`src/rtl/sclk_pkg.sv`:
```
package sclk_pkg;
  typedef enum logic [1:0] {
    PH_IDLE  = 2'd0,
    PH_LEAD  = 2'd1,
    PH_TRAIL = 2'd2
  } clkPhase_t;

  typedef struct packed {
    logic takeDiv;   // snapshot divisor for this period
    logic loadCnt;   // reload half-period counter
    logic decCnt;    // count one tick down
    logic toggle;    // invert the clock line
    logic lead;      // first inversion of the period
    logic trail;     // second inversion of the period
  } clkCtl_t;
endpackage

```
`src/rtl/sclk_ctrl.sv`:
```
module sclk_ctrl
  import sclk_pkg::*;
(
  input  logic    clk,
  input  logic    rstN,
  input  logic    cycleReq,
  input  logic    tickEn,
  input  logic    cntZero,
  output clkCtl_t ctl,
  output logic    busy,
  output logic    done
);
  clkPhase_t phase, phaseNext;

  always_comb begin
    ctl       = '0;
    phaseNext = phase;
    unique case (phase)
      PH_IDLE: begin
        if (cycleReq) begin
          ctl.takeDiv = 1'b1;
          ctl.loadCnt = 1'b1;
          phaseNext   = PH_LEAD;
        end
      end
      PH_LEAD: begin
        if (tickEn) begin
          if (cntZero) begin
            ctl.toggle  = 1'b1;
            ctl.lead    = 1'b1;
            ctl.loadCnt = 1'b1;
            phaseNext   = PH_TRAIL;
          end else begin
            ctl.decCnt = 1'b1;
          end
        end
      end
      PH_TRAIL: begin
        if (tickEn) begin
          if (cntZero) begin
            ctl.toggle = 1'b1;
            ctl.trail  = 1'b1;
            phaseNext  = PH_IDLE;
          end else begin
            ctl.decCnt = 1'b1;
          end
        end
      end
      default: phaseNext = PH_IDLE;
    endcase
  end

  always_ff @(posedge clk) begin
    if (!rstN) begin
      phase <= PH_IDLE;
      done  <= 1'b0;
    end else begin
      phase <= phaseNext;
      done  <= ctl.trail;
    end
  end

  assign busy = (phase != PH_IDLE);
endmodule

```
`src/rtl/sclk_dpath.sv`:
```
module sclk_dpath
  import sclk_pkg::*;
#(
  parameter int DIV_W = 16
) (
  input  logic             clk,
  input  logic             rstN,
  input  clkCtl_t          ctl,
  input  logic             busy,
  input  logic             divWr,
  input  logic [DIV_W-1:0] divIn,
  input  logic             idleWr,
  input  logic             idleIn,
  output logic             cntZero,
  output logic             sclk,
  output logic             riseStb,
  output logic             fallStb,
  output logic             leadStb,
  output logic             trailStb
);
  localparam logic [DIV_W-1:0] ONE = {{(DIV_W-1){1'b0}}, 1'b1};

  logic [DIV_W-1:0] divReg;
  logic [DIV_W-1:0] curDiv;
  logic [DIV_W-1:0] halfCnt;
  logic             idleAccept;

  assign idleAccept = idleWr && !busy;
  assign cntZero    = (halfCnt == '0);

  always_ff @(posedge clk) begin
    if (!rstN) begin
      divReg  <= '0;
      curDiv  <= '0;
      halfCnt <= '0;
    end else begin
      if (divWr) divReg <= divIn;
      if (ctl.takeDiv) curDiv <= divReg;
      if (ctl.loadCnt) halfCnt <= ctl.takeDiv ? divReg : curDiv;
      else if (ctl.decCnt) halfCnt <= halfCnt - ONE;
    end
  end

  always_ff @(posedge clk) begin
    if (!rstN) begin
      sclk     <= 1'b0;
      riseStb  <= 1'b0;
      fallStb  <= 1'b0;
      leadStb  <= 1'b0;
      trailStb <= 1'b0;
    end else begin
      if (ctl.toggle) sclk <= ~sclk;
      else if (idleAccept) sclk <= idleIn;
      riseStb  <= ctl.toggle && !sclk;
      fallStb  <= ctl.toggle && sclk;
      leadStb  <= ctl.lead;
      trailStb <= ctl.trail;
    end
  end
endmodule

```
`src/rtl/sclk_gen.sv`:
```
module sclk_gen
  import sclk_pkg::*;
#(
  parameter int DIV_W = 16
) (
  input  logic             clk,
  input  logic             rstN,
  input  logic             tickEn,
  input  logic             cycleReq,
  input  logic             divWr,
  input  logic [DIV_W-1:0] divIn,
  input  logic             idleWr,
  input  logic             idleIn,
  output logic             sclk,
  output logic             busy,
  output logic             done,
  output logic             riseStb,
  output logic             fallStb,
  output logic             leadStb,
  output logic             trailStb
);
  clkCtl_t ctl;
  logic    cntZero;

  sclk_ctrl u_ctrl (
    .clk      (clk),
    .rstN     (rstN),
    .cycleReq (cycleReq),
    .tickEn   (tickEn),
    .cntZero  (cntZero),
    .ctl      (ctl),
    .busy     (busy),
    .done     (done)
  );

  sclk_dpath #(.DIV_W(DIV_W)) u_dpath (
    .clk      (clk),
    .rstN     (rstN),
    .ctl      (ctl),
    .busy     (busy),
    .divWr    (divWr),
    .divIn    (divIn),
    .idleWr   (idleWr),
    .idleIn   (idleIn),
    .cntZero  (cntZero),
    .sclk     (sclk),
    .riseStb  (riseStb),
    .fallStb  (fallStb),
    .leadStb  (leadStb),
    .trailStb (trailStb)
  );
endmodule

```
`config.mk`:
```
export PLATFORM = sky130hd
export DESIGN_NAME = sclk_gen
export DESIGN_NICKNAME = d
export VERILOG_FILES = /design/src/rtl/sclk_pkg.sv /design/src/rtl/sclk_ctrl.sv /design/src/rtl/sclk_dpath.sv /design/src/rtl/sclk_gen.sv
export SDC_FILE = /design/constraint.sdc
export NUM_CORES = 1
export LEC_CHECK = 0
export BUFFER_PORTS_ARGS = -buffer_cell sky130_fd_sc_hd__buf_2
export CAP_MARGIN = 0
export CORE_ASPECT_RATIO = 1.25
export CORE_MARGIN = 1.5
export CORE_UTILIZATION = 28
export CTS_CLUSTER_SIZE = 28
export DETAILED_ROUTE_END_ITERATION = 16
export GPL_TIMING_DRIVEN = 0
export REMOVE_ABC_BUFFERS = 1
export SYNTH_ARGS = -nofsm -noshare
export SYNTH_HDL_FRONTEND = slang
export SYNTH_SLANG_ARGS = --single-unit
```
`constraint.sdc`:
```
create_clock -name clk -period 6.6 [get_ports clk]
set_input_delay 1.32 -clock clk [delete_from_list [all_inputs] [get_ports clk]]
set_output_delay 1.32 -clock clk [all_outputs]
set_load 0.02 [all_outputs]
```
; ---- Word level (Yosys, flattened, before mapping)
; Cells that the tools add are included.
[word_totals]
elab_cells = 51
input_bits = 23
regBits = 55
out_inout_bits = 7
rom_bits = 0
latch_bits = 0
ram_bits = 0
memories = 0
[classes]
n_reduce_logical = 13
multipliers = 0
shifts = 0
n_mux = 20
bitwise = 1
div_mod_pow = 0
magnitude_cmp = 0
n_eq_ne = 7
n_addsub = 1
[op_table]
columns = cell, count
row1 = 16-bit two-way mux, 3
row2 = 16-bit logical NOT, 1
row3 = 2-bit two-way mux, 8
row4 = 16-bit by 1-bit subtractor with 16-bit output (second input constant), 1
row5 = 2-bit inequality test (second input constant), 5
row6 = 2-bit case mux with 3 select lines, 1
row7 = 3-bit AND reduction, 2
row8 = 2-bit nonzero test, 3
row9 = 1-bit two-way mux, 5
row10 = 5-bit AND reduction, 1
row11 = 4-bit two-way mux, 1
row12 = 2-bit case mux with 2 select lines, 1
row13 = 1-bit logical AND, 3
row14 = 2-bit by 1-bit == test with 1-bit output (second input constant), 1
row15 = 2-bit == test (second input constant), 1
row16 = 1-bit logical NOT, 2
row17 = 2-bit logical NOT, 1
row18 = 1-bit case mux with 2 select lines, 1
row19 = 1-bit inverter, 1

; ---- Depth between registers and ports, before layout
; Gate-level depths: netlist of the first run.
[depth]
depth_word = 6
depth_mapped = 9
mapped_depth_nobuf = 7

; ---- Hierarchy
; From an unflattened synthesis of the first run, not the netlist that was laid out.
[unflattened]
cells_unflattened = 246
area_unflattened_um2 = 2497.4
[modules_own_cells]
columns = module, area_per_inst_um2, n_inst, cells_per_inst, seq_area_each_um2
row1 = sclk_dpath, 2258.4, 1, 219, 1061.0
row2 = sclk_ctrl, 239.0, 1, 27, 60.1

; ---- Worst setup path after synthesis of the first run
; Ideal clock, no wire load.
[synth_timing]
path_kind = in2reg
startpoint = input divWr
endpoint = register u_dpath.divReg[14]
setup_slack_ps = 4091
t_arrival_ps = 2382
required_ps = 6472
path_stages = 4
setup_ps = 128
path_buffers = 2
path_cell_list = clkbuf_1 -> clkbuf_1 -> mux2i_1 -> nor2_1
[synth_lines]
columns = item, line_no
row1 = start: declaration, sclk_gen.sv:10  ; input logic divWr,
row2 = end signal: assignment, sclk_dpath.sv:37  ; if (divWr) divReg <= divIn;
row3 = end: declaration, sclk_dpath.sv:23  ; logic [DIV_W-1:0] divReg;

; ---- Worst setup path in the final report of the first run
[layout_timing]
startpoint = register u_ctrl.phase[0]
endpoint = output busy
[layout_via]
elab_chain_cells = 1
[layout_lines]
columns = item, line_no
row1 = start: declaration, sclk_ctrl.sv:13  ; clkPhase_t phase, phaseNext;
row2 = start signal: assignment, sclk_ctrl.sv:58  ; phase <= phaseNext;
row3 = 2-bit nonzero test, sclk_ctrl.sv:63  ; assign busy = (phase != PH_IDLE);
row4 = end: declaration, sclk_gen.sv:15  ; output logic busy,
; Every way passes these cells.

==> results.yml, run 1 <==
global_routing:
  grt_max_degree: 38
  grt_overflow: 0
  grt_pass1_vias: 2094
  antenna_found_initial: 0
  grt_first_pass_wirelength_mm: 9.31
  grtUsageTotal: 0.123
yosys:
  ys_ff_latch: 55
  synth_area_leaders: "dfxtp_1 43%, mux2i_1 7.4%, nand2_1 6.1%"
  ys.flop_type: "dfxtp_1"
  synth.distinct_cells: 47
  yosysWarnings: 0
  async_flop_share: 0
  ys_top_cells_by_count: "55 x dfxtp_1, 42 x nand2_1, 31 x nor2_1, 21 x a21oi_1, 21 x o21ai_0"
  synth_top_area_frac: 0.428
  synth-edff-count: 0
  seq_area_frac_synth: 0.428
  synthCells: 303
  synth_top_area_cell: "dfxtp_1"
  synth.most_common_cell: "dfxtp_1"
  syn_area_sq_um: 2570
  avgSynthCellArea_sq_um: 8.49
cts:
  postCtsResizedCells: 0
  cts_buffer_depth: 2
  cts.htree.levels: 2
  root_buffer: "clkbuf_8"
  numCtsBuffers: 5
  cts_tree: "yes"
  clkTransAtPathRegs_ns: 0.10
  hold_buffers: 0
  cts_sinks: 55
  post_cts_buffers: 0
  worstSkewPairLatency_ns: 0.32
worst_setup_path:
  r2r_slack_ns: 4.06
  required_ns: 5.28
  cp_common_cell: "inv_1"
  cp-start-kind: "register"
  cp_slowest_cell: "dfxtp_1"
  r2r-end: "u_dpath.halfCnt[15]$_SDFFE_PN0P_"
  crit_chain: "inv_1, ha_1, inv_1, buf_2"
  r2r-start: "u_dpath.halfCnt[2]$_SDFFE_PN0P_"
  cp.arrival_ns: 1.28
  slowest_delay_ns: 0.38
  critPathCaptureType: "primary output"
  ff2ff_path_depth: 5
  critPathTopFamily: "flip-flops"
  crit_buf_inv: 3
  path_class: "register to primary output"
  crit_path_max_fanout: 4
final_layout:
  drive_gt1_frac: 0.162
  design_area_sq_um: 2860
  antenna_cells: 0
  areaGrowthSynthToFinish_pct: 11.3
  layout.nets: 348
  final_core_util: 0.325
  fill_cells: 947
timing:
  timing.final.crit_share: 0.394
  max_freq_ghz: 0.385
  fin_crit_ns: 2.60
  finalClockSkew_ns: 0.00915
  setup_violations: 0
  setup_ws_ns: 4.00
  worstMarginPinSlew_ns: 0.991
  finalHoldViolCount: 0
  rsz0062_at_grt: "false"
  maxSlewHeadroom: 0.339
  drv_slew: 0
  finalSetupTns_ns: 0
routing:
  wirelength_mm: 5.51
  drtIter0Drc: 109
  drc: 0
  wl_per_cell_microns: 12.5
  num_vias: 2110
  drt_first_pass_iters: 4
  antenna_left: 0
  viasPerCell: 4.78
pwr:
  power_frac_clock: 0.188
  p_leak_nw: 1.12
  seqPwrFrac: 0.408
  max-vdd-ir-drop_v: 0.000120
  p_int_w: 0.000594
  sw_frac_of_total: 0.399
  p_switching_w: 0.000394
  combPwrFrac: 0.404
  p_per_area_nw_per_um2: 345
hold_path:
  min_to: "u_dpath.curDiv[9]$_SDFF_PN0_"
  min_path_type: "register to register"
  hold_depth: 2
  hp-start: "u_dpath.curDiv[9]$_SDFF_PN0_"
placed_design:
  globalplace.congestion: 0.837
  placed_cell_area_sq_um: 2770
  portBuffers: 29
  dp_hpwl_mm: 3.83
  dp_slack_ns: 3.70
run_status:
  outcome: "finished, final reports clean"
floorplan:
  die_w_microns: 88.7
  dieArea_sq_um: 9770
  die_y_microns: 110
  core-area_sq_um: 8800
  ios: 30
  rows: 38
  start_util: 0.292
run:
  timing.max_cap.violations: 0
-- final cells by class --
cell class              instances  area (sq um)  share of cell area
multi-input cells             220          1340               0.469
flip-flops and latches         55          1100               0.385
well taps                     120           150              0.0525
repair buffers                 29           145              0.0507
clock buffers                   5          68.8              0.0240
inverters                       9          33.8              0.0118
clock inverters                 3          20.0             0.00700
-- cells by family after synthesis --
family	synth area share
and+or+nand+nor	0.249
AOI/OAI and AO/OA	0.139
DFF	0.428
buffers and inverters	0.0496
muxes	0.0827
xor gates and xnor gates	0.0273
adders and majority gates	0.0243
-- worst min-delay path, cell delays in order, from the launching register on --
cell,delay (ns)
dfxtp_1,0.32
nand2_1,0.05
a21oi_1,0.05
-- stage by stage --
step | hold slack (ns) | cells | power [W]
after floorplan | 0.433 | 284 | 0.000712
after global placement | 0.439 | 433 | 0.000803
after detailed placement | 0.448 | 433 | 0.000809
after CTS | 0.461 | 441 | 0.000997
after global routing | 0.483 | 441 | 0.00106
final | 0.458 | 441 | 0.000987
-- power groups by stage --
| stage | registers [W] | clock network (W) | logic [W] |
|---|---|---|---|
| 2_1_floorplan | 0.000405 | 0 | 0.000307 |
| 3_3_place_gp | 0.000408 | 0 | 0.000394 |
| 3_5_place_dp | 0.000410 | 0 | 0.000400 |
| 4_1_cts | 0.000403 | 0.000194 | 0.000401 |
| 5_1_grt | 0.000408 | 0.000208 | 0.000445 |
| 6_report | 0.000403 | 0.000186 | 0.000398 |
-- worst max path at each step --
stage | from | endpoint | slack [ns] | cells past startpoint
after CTS | u_ctrl.phase[0]$_SDFFE_PN0P_ | busy | 3.99 | 4
after global placement | cycleReq | u_dpath.halfCnt[4]$_SDFFE_PN0P_ | 3.71 | 6
after detailed placement | cycleReq | u_dpath.halfCnt[4]$_SDFFE_PN0P_ | 3.70 | 6
after floorplan | cycleReq | u_dpath.halfCnt[8]$_SDFFE_PN0P_ | 4.25 | 5
final | u_ctrl.phase[0]$_SDFFE_PN0P_ | busy | 4.00 | 4
after global routing | cycleReq | u_dpath.halfCnt[1]$_SDFFE_PN0P_ | 3.89 | 6
-- layer usage --
metal / wire, microns / global-route usage / part of all wire
met5: 0 / 0 / 0
met2: 2700 / 0.226 / 0.49
met3: 204 / 0.0276 / 0.037
met4: 85 / 0.0469 / 0.015
met1: 2520 / 0.136 / 0.46
-- cells in the final DEF, fill, tap and decap left out, types with 2 or more instances in the layout --
cell	instances
mux2i_1	19
nor3_1	10
a21oi_1	21
o31a_1	3
a221oi_1	2
clkbuf_8	5
nor4_1	9
dfxtp_1	55
buf_2	29
inv_1	8
or4_4	2
or3_1	3
clkinvlp_4	2
mux2_2	2
ha_1	5
and2_1	4
and3_1	3
xnor2_1	7
o221ai_1	2
nand2_1	42
o21ai_0	21
nor2_1	31
or4_1	3
o21ai_1	2
nand3_1	6
or2_2	2
nand4_1	3
o22ai_1	2
-- flip-flops by register name, indices dropped and copies added (netlist names) --
signal	flops
u_ctrl.phase	2
u_dpath.divReg	16
u_dpath.curDiv	16
u_dpath.sclk	1
u_dpath.halfCnt	16
u_dpath.riseStb	1
u_dpath.leadStb	1
u_dpath.fallStb	1
u_ctrl.done	1
No activity file was read; power rests on OpenSTA's default activity.
==> run 2: changes to the inputs <==
- ABC_AREA: default -> 1
- clock period: 6.6 -> 2.5 ns (I/O delays scaled with it)
==> run 2 against run 1 <==
Clock-buffer cell count is 1 higher. Sequential power grew to 3.1 times the previous value. First-iteration DRC count shrank 24%. Via count increased by 12%. Wire length up 7.5%. Critical path depth rose by 7. Clock power rose to 3.8 times the previous value. Power rose to 4.2 times the previous value. Utilization is 0.15 points lower.
==> results.yml, run 2 <==
pwr:
  p_leak_nw: 1.49
  max-vdd-ir-drop_v: 0.000423
  p_per_area_nw_per_um2: 1320
  power_w: 0.00412
final_layout:
  final_common_cell: "nor2_1"
  stdcell_count: 533
  final_cell_mix: "90 x nor2_1, 62 x nand2_1, 55 x dfxtp_1"
  reg_top3: "u_dpath.curDiv (16), u_dpath.divReg (16), u_dpath.halfCnt (16)"
  layout.nets: 435
  multi_input_area_sq_um: 1430
  antenna_cells: 0
  final-seq-area_sq_um: 1100
  drive_gt1_frac: 0.177
  fill_cells: 1079
  areaGrowthSynthToFinish_pct: 13.0
floorplan:
  dieArea_sq_um: 10400
  ios: 30
  die_w_microns: 91.7
  die_y_microns: 114
  start_util: 0.286
  rows: 40
  core-area_sq_um: 9610
routing:
  wirelength_mm: 5.92
  viasPerCell: 4.43
  antenna_left: 0
  drt_first_pass_iters: 4
  wl_per_cell_microns: 11.1
  drtIter0Drc: 83
  drc: 0
  num_vias: 2362
timing:
  drv_slew: 0
  maxSlewHeadroom: 0.399
  timing.final.crit_share: 0.896
  finalHoldViolCount: 0
  max_freq_ghz: 0.446
  fin_crit_ns: 2.24
  whs_ns: 0.420
  setup_ws_ns: 0.260
  finalSetupTns_ns: 0
  setup_violations: 0
  finalClockSkew_ns: 0.00294
  rsz0062_at_grt: "false"
  worstMarginPinSlew_ns: 0.900
placed_design:
  portBuffers: 29
  dp_slack_ns: -0.0791
  place_inst: 526
  dp_hpwl_mm: 4.18
  globalplace.congestion: 0.919
yosys:
  yosysWarnings: 0
  synth_top_area_cell: "dfxtp_1"
  synth_area_leaders: "dfxtp_1 40%, nor2_1 12%, nand2_1 8.5%"
  async_flop_share: 0
  synth_top_area_frac: 0.400
  synth.most_common_cell: "nor2_1"
  synthCells: 388
  ys.flop_type: "dfxtp_1"
  synth_xor_area_frac: 0.0191
  synth_mux_area_frac: 0.0145
  synthAdderAreaFrac: 0.0227
  ys_top_cells_by_count: "90 x nor2_1, 62 x nand2_1, 55 x dfxtp_1, 36 x inv_1, 31 x o21ai_0"
  synth_compound_area_frac: 0.100
  avgSynthCellArea_sq_um: 7.09
  synth-edff-count: 0
  ys_ff_latch: 55
  seq_area_frac_synth: 0.400
  synth.distinct_cells: 29
  syn_area_sq_um: 2750
  yosys.area_share.simple: 0.360
  synth_top_family_by_area: "simple AND/OR/NAND/NOR gates"
global_routing:
  met3_usage: 0.0247
  grt_overflow: 0
  top_usage_layer: "met2"
  met2_usage: 0.226
  grt_pass1_vias: 2374
  grtUsageTotal: 0.122
  grt_max_degree: 32
  grt_first_pass_wirelength_mm: 10.2
  grt_use_met1: 0.130
  antenna_found_initial: 0
worst_setup_path:
  path_class: "register to register"
  required_ns: 2.65
  cp.arrival_ns: 2.39
  crit_chain: "inv_1, ha_1, nand2_4, inv_1, or2_2, o21ai_0, inv_1, nand2_2, o21ai_2, nor2_1, nor2_1"
  r2r_slack_ns: 0.26
  cp_slowest_cell: "dfxtp_1"
  critPathLaunch: "u_ctrl.phase[0]$_SDFFE_PN0P_"
  ff2ff_path_depth: 11
  crit_path_max_fanout: 31
  critPathCaptureType: "register"
  r2r-end: "u_dpath.halfCnt[3]$_SDFFE_PN0P_"
  r2r-start: "u_ctrl.phase[0]$_SDFFE_PN0P_"
  slowest_delay_ns: 0.33
  cp-start-kind: "register"
  cp_common_cell: "inv_1"
  endpoint: "u_dpath.halfCnt[3]$_SDFFE_PN0P_"
cts:
  cts_buffer_depth: 2
  cts_tree: "yes"
  hold_buffers: 0
  root_buffer: "clkbuf_16"
  worstSkewPairLatency_ns: 0.30
  numCtsBuffers: 5
  post_cts_buffers: 0
  cts_sinks: 55
  postCtsResizedCells: 1
  cts.htree.levels: 2
  clkTransAtPathRegs_ns: 0.07
hold_path:
  min_path_type: "input pin to register"
run_status:
  outcome: "finished, final reports clean"
run:
  timing.max_cap.violations: 0
## run 2: cell count changes in the layout (fill, tap and decap cells not counted), sizes merged, moves of 5 or more
cell,delta
a21oi,-12
inv,+27
mux2i,-15
nand2,+28
nand3,+8
nand4,+9
nor2,+67
nor3,-9
nor4,-10
o21ai,+18
or2,+12
or4,-5
xnor2,-7
xor2,+5
## run 2: worst min path at each step
stage | from | to | slack, ns | depth (start not counted)
after CTS | divIn[13] | u_dpath.divReg[13]$_SDFFE_PN0P_ | 0.42 | 3
final | divIn[6] | u_dpath.divReg[6]$_SDFFE_PN0P_ | 0.42 | 3
after global routing | divIn[15] | u_dpath.divReg[15]$_SDFFE_PN0P_ | 0.43 | 3
after global placement | u_dpath.sclk$_SDFFE_PN0P_ | u_dpath.riseStb$_SDFF_PN0_ | 0.44 | 1
after detailed placement | u_dpath.sclk$_SDFFE_PN0P_ | u_dpath.riseStb$_SDFF_PN0_ | 0.44 | 1
after floorplan | u_dpath.halfCnt[0]$_SDFFE_PN0P_ | u_dpath.halfCnt[0]$_SDFFE_PN0P_ | 0.45 | 2
## run 2: cell type report
class                           instances  share of cell area
Clock inverter                          1             0.00161
Sequential cell                        55               0.354
Inverter                               36              0.0434
Clock buffer                            6              0.0446
Tap cell                              126              0.0507
Multi-Input combinational cell        280               0.459
Timing Repair Buffer                   29              0.0466
## run 2: report_power, final
group / switching (W) / internal (W) / total [W]
registers: 0.000157 / 0.00109 / 0.00124
clock network: 0.000307 / 0.000392 / 0.000699
logic: 0.00141 / 0.000770 / 0.00218
## run 2: logic make-up after synthesis
kind of cell / after synthesis
adders and majority gates: 5
xor gates and xnor gates: 6
muxes: 4
buffers and inverters: 53
and+or+nand+nor: 214
AOI/OAI and AO/OA: 51
DFF: 55
## run 2: through the flow
step,util,cell area [sq um]
floorplan,-,2660
CTS,0.324,3110
global placement,0.308,2960
detailed placement,0.308,2960
finish,0.324,3110
global route,0.324,3110
## run 2: routing by layer
| metal | routed length [microns] | vias up |
|---|---|---|
| met5 | 0 | - |
| met4 | 124 | 0 |
| met3 | 157 | 7 |
| met2 | 2900 | 21 |
| met1 | 2740 | 1079 |
| li1 | - | 1255 |
## run 2: worst max-delay path: cells and delay by family, from the launching register on
kind                     cells  cell delay, ns
AND/OR/NAND/NOR              5            0.86
adder cells (fa/ha/maj)      1            0.28
flip-flops                   1            0.33
AO/OA/AOI/OAI                2            0.15
buffers and inverters        3            0.44
==> run 3: changes to the inputs <==
- SYNTH_HIERARCHICAL: default -> 1
==> run 3 against run 2 <==
Via count decreased by 2.1%. Final cell count is 2.1% lower. Wire length is 5.3% lower. First-iteration DRC count is 16% higher. Worst setup slack worse by 0.14 ns. Worst hold slack got worse by 0.0020 ns. Combinational power hardly changed. Die area is 3.3% lower. Largest power group unchanged.
==> results.yml, run 3 <==
timing:
  worstMarginPinSlew_ns: 0.942
  max_freq_ghz: 0.421
  drv_slew: 0
  timing.final.crit_share: 0.951
  finalClockSkew_ns: 0.00837
  finalHoldViolCount: 0
  maxSlewHeadroom: 0.372
  fin_crit_ns: 2.38
  setup_violations: 0
final_layout:
  antenna_cells: 0
  reg_top3: "u_dpath/curDiv (16), u_dpath/divReg (16), u_dpath/halfCnt (16)"
  stdcell_count: 522
  areaGrowthSynthToFinish_pct: 18.1
  final_cell_mix: "83 x nor2_1, 56 x nand2_1, 56 x dfxtp_1"
  drive_gt1_frac: 0.216
  final_common_cell: "nor2_1"
  design_area_sq_um: 3140
  fill_cells: 1041
  final_core_util: 0.342
  layout.nets: 427
global_routing:
  met2_usage: 0.223
  grt_overflow: 0
  grt_use_met1: 0.130
  top_usage_layer: "met2"
  met3_usage: 0.0205
  grt_pass1_vias: 2323
  grt_first_pass_wirelength_mm: 9.98
  grtUsageTotal: 0.121
  grt_max_degree: 30
  antenna_found_initial: 0
yosys:
  synthCells: 369
  ys_ff_latch: 56
  avgSynthCellArea_sq_um: 7.21
  synth_area_leaders: "dfxtp_1 42%, nor2_1 12%, nand2_1 7.9%"
  synth_xor_area_frac: 0.00329
  synth_top_area_frac: 0.421
  synth-edff-count: 0
  syn_area_sq_um: 2660
  ys.flop_type: "dfxtp_1"
  synth_mux_area_frac: 0.00376
  synthAdderAreaFrac: 0.0282
  yosysWarnings: 6
  yosys.area_share.simple: 0.305
  synth_top_family_by_area: "simple AND/OR/NAND/NOR gates"
  async_flop_share: 0
  synth_top_area_cell: "dfxtp_1"
  synth_compound_area_frac: 0.159
  synth.most_common_cell: "nor2_1"
  ys_top_cells_by_count: "86 x nor2_1, 56 x dfxtp_1, 56 x nand2_1, 32 x inv_1, 29 x o21ai_0"
  synth.distinct_cells: 33
  seq_area_frac_synth: 0.421
worst_setup_path:
  r2r-end: "u_dpath/halfCnt[15]$_SDFFE_PN0P_"
  crit_chain: "inv_1, ha_2, inv_1, nor2_4, nand3_2, inv_2, nand3_2, nor2_4, nand2_4, o21ai_4, clkinv_4, buf_4, nor2_1, a21oi_1, a21oi_1"
  r2r_slack_ns: 0.12
  ff2ff_path_depth: 15
  critPathCaptureType: "register"
  path_class: "register to register"
  cp_slowest_cell: "dfxtp_1"
  required_ns: 2.72
  r2r-start: "u_dpath/halfCnt[0]$_SDFFE_PN0P_"
  slowest_delay_ns: 0.32
  cp.arrival_ns: 2.60
  cp-start-kind: "register"
  crit_path_max_fanout: 8
run:
  timing.max_cap.violations: 0
floorplan:
  die_y_microns: 112
  rows: 39
  core-area_sq_um: 9170
  start_util: 0.290
  ios: 30
  die_w_microns: 90.2
  dieArea_sq_um: 10100
cts:
  cts.htree.levels: 2
  cts_sinks: 56
  cts_buffer_depth: 2
  root_buffer: "clkbuf_16"
  numCtsBuffers: 5
  cts_tree: "yes"
  worstSkewPairLatency_ns: 0.30
  clkTransAtPathRegs_ns: 0.07
  hold_buffers: 0
routing:
  drt_first_pass_iters: 5
  wl_per_cell_microns: 10.7
  drc: 0
  antenna_left: 0
  drtIter0Drc: 96
  wirelength_mm: 5.61
  num_vias: 2312
  viasPerCell: 4.43
placed_design:
  placed_cell_area_sq_um: 2890
  globalplace.congestion: 0.847
  place_inst: 509
  portBuffers: 29
  dp_hpwl_mm: 3.91
pwr:
  max-vdd-ir-drop_v: 0.000548
  power_w: 0.00420
  p_leak_nw: 1.42
  p_per_area_nw_per_um2: 1340
hold_path:
  hp-start: "divIn[5]"
  min_to: "u_dpath/divReg[5]$_SDFFE_PN0P_"
  hold_depth: 3
  min_path_type: "input pin to register"
run_status:
  outcome: "finished, final reports clean"
## run 3: cell count changes after synthesis, sizes merged, moves of 3 or more
| cell | change |
|---|---|
| a21oi | +17 |
| nand2 | -10 |
| nand4 | -10 |
| clkbuf | -6 |
| nand3 | -6 |
| xor2 | -5 |
| nor2 | -4 |
| a31oi | +3 |
| mux2i | -3 |
| nor3 | -3 |
## run 3: final cells by class
| type | count | area (sq um) | share of cell area |
|---|---|---|---|
| multi-input cells | 263 | 1380 | 0.438 |
| flip-flops and latches | 56 | 1120 | 0.357 |
| repair buffers | 34 | 186 | 0.0593 |
| inverters | 38 | 154 | 0.0490 |
| well taps | 123 | 154 | 0.0490 |
| clock buffers | 5 | 125 | 0.0398 |
| clock inverters | 3 | 23.8 | 0.00757 |
## run 3: worst max path at each step
| stage | start | slack (ns) | cells after the start | endpoint |
|---|---|---|---|---|
| 2_1_floorplan | u_dpath/halfCnt[0]$_SDFFE_PN0P_ | -0.26 | 17 | u_dpath/halfCnt[9]$_SDFFE_PN0P_ |
| 3_3_place_gp | u_dpath/halfCnt[0]$_SDFFE_PN0P_ | -1.22 | 17 | u_dpath/halfCnt[9]$_SDFFE_PN0P_ |
| 3_5_place_dp | u_dpath/halfCnt[0]$_SDFFE_PN0P_ | -1.31 | 17 | u_dpath/halfCnt[9]$_SDFFE_PN0P_ |
| 4_1_cts | u_dpath/halfCnt[0]$_SDFFE_PN0P_ | 0.02 | 15 | u_dpath/halfCnt[0]$_SDFFE_PN0P_ |
| 5_1_grt | u_dpath/halfCnt[0]$_SDFFE_PN0P_ | -0.04 | 15 | u_dpath/halfCnt[15]$_SDFFE_PN0P_ |
| 6_report | u_dpath/halfCnt[0]$_SDFFE_PN0P_ | 0.12 | 15 | u_dpath/halfCnt[15]$_SDFFE_PN0P_ |
## run 3: cell families after synthesis
| logic type | after synthesis |
|---|---|
| AND/OR/NAND/NOR | 181 |
| AO/OA/AOI/OAI | 74 |
| flip-flops | 56 |
| buffers and inverters | 50 |
| adder cells (fa/ha/maj) | 6 |
| XOR/XNOR | 1 |
| multiplexers | 1 |
## run 3: critical path, delay by kind of cell, from the launching register on
family                     cells  cell delay [ns]
and+or+nand+nor                6             0.78
buffers and inverters          5             0.56
AOI/OAI and AO/OA              3             0.45
DFF                            1             0.32
adders and majority gates      1             0.19
## run 3: stage by stage
step	setup WS, ns	hold WS, ns	setup TNS (ns)
floorplan	-0.265	0.433	-2.17
global placement	-1.22	0.433	-16.57
detailed placement	-1.31	0.445	-17.86
CTS	0.0210	0.412	0
global route	-0.0410	0.432	-0.0516
finish	0.123	0.418	0
## run 3: timing repair
item,in CTS,in global routing
gates resized for setup,6,11
setup endpoints to repair,16,14
setup buffers,3,2
endpoints found under the hold margin,0,0
pin swaps,1,3
## run 3: power by group
group	switching (W)	leakage, nW	internal, W
logic	0.00136	0.888	0.000817
registers	0.000194	0.461	0.00112
clock network	0.000336	0.0660	0.000374
## run 3: layer usage
layer  vias to the layer above  wire length, microns  share of wire
li1                       1227                     -              -
met1                      1028                  2370           0.42
met2                        43                  2840           0.51
met3                        14                   191          0.034
met4                         0                   210          0.037
met5                         -                     0              0
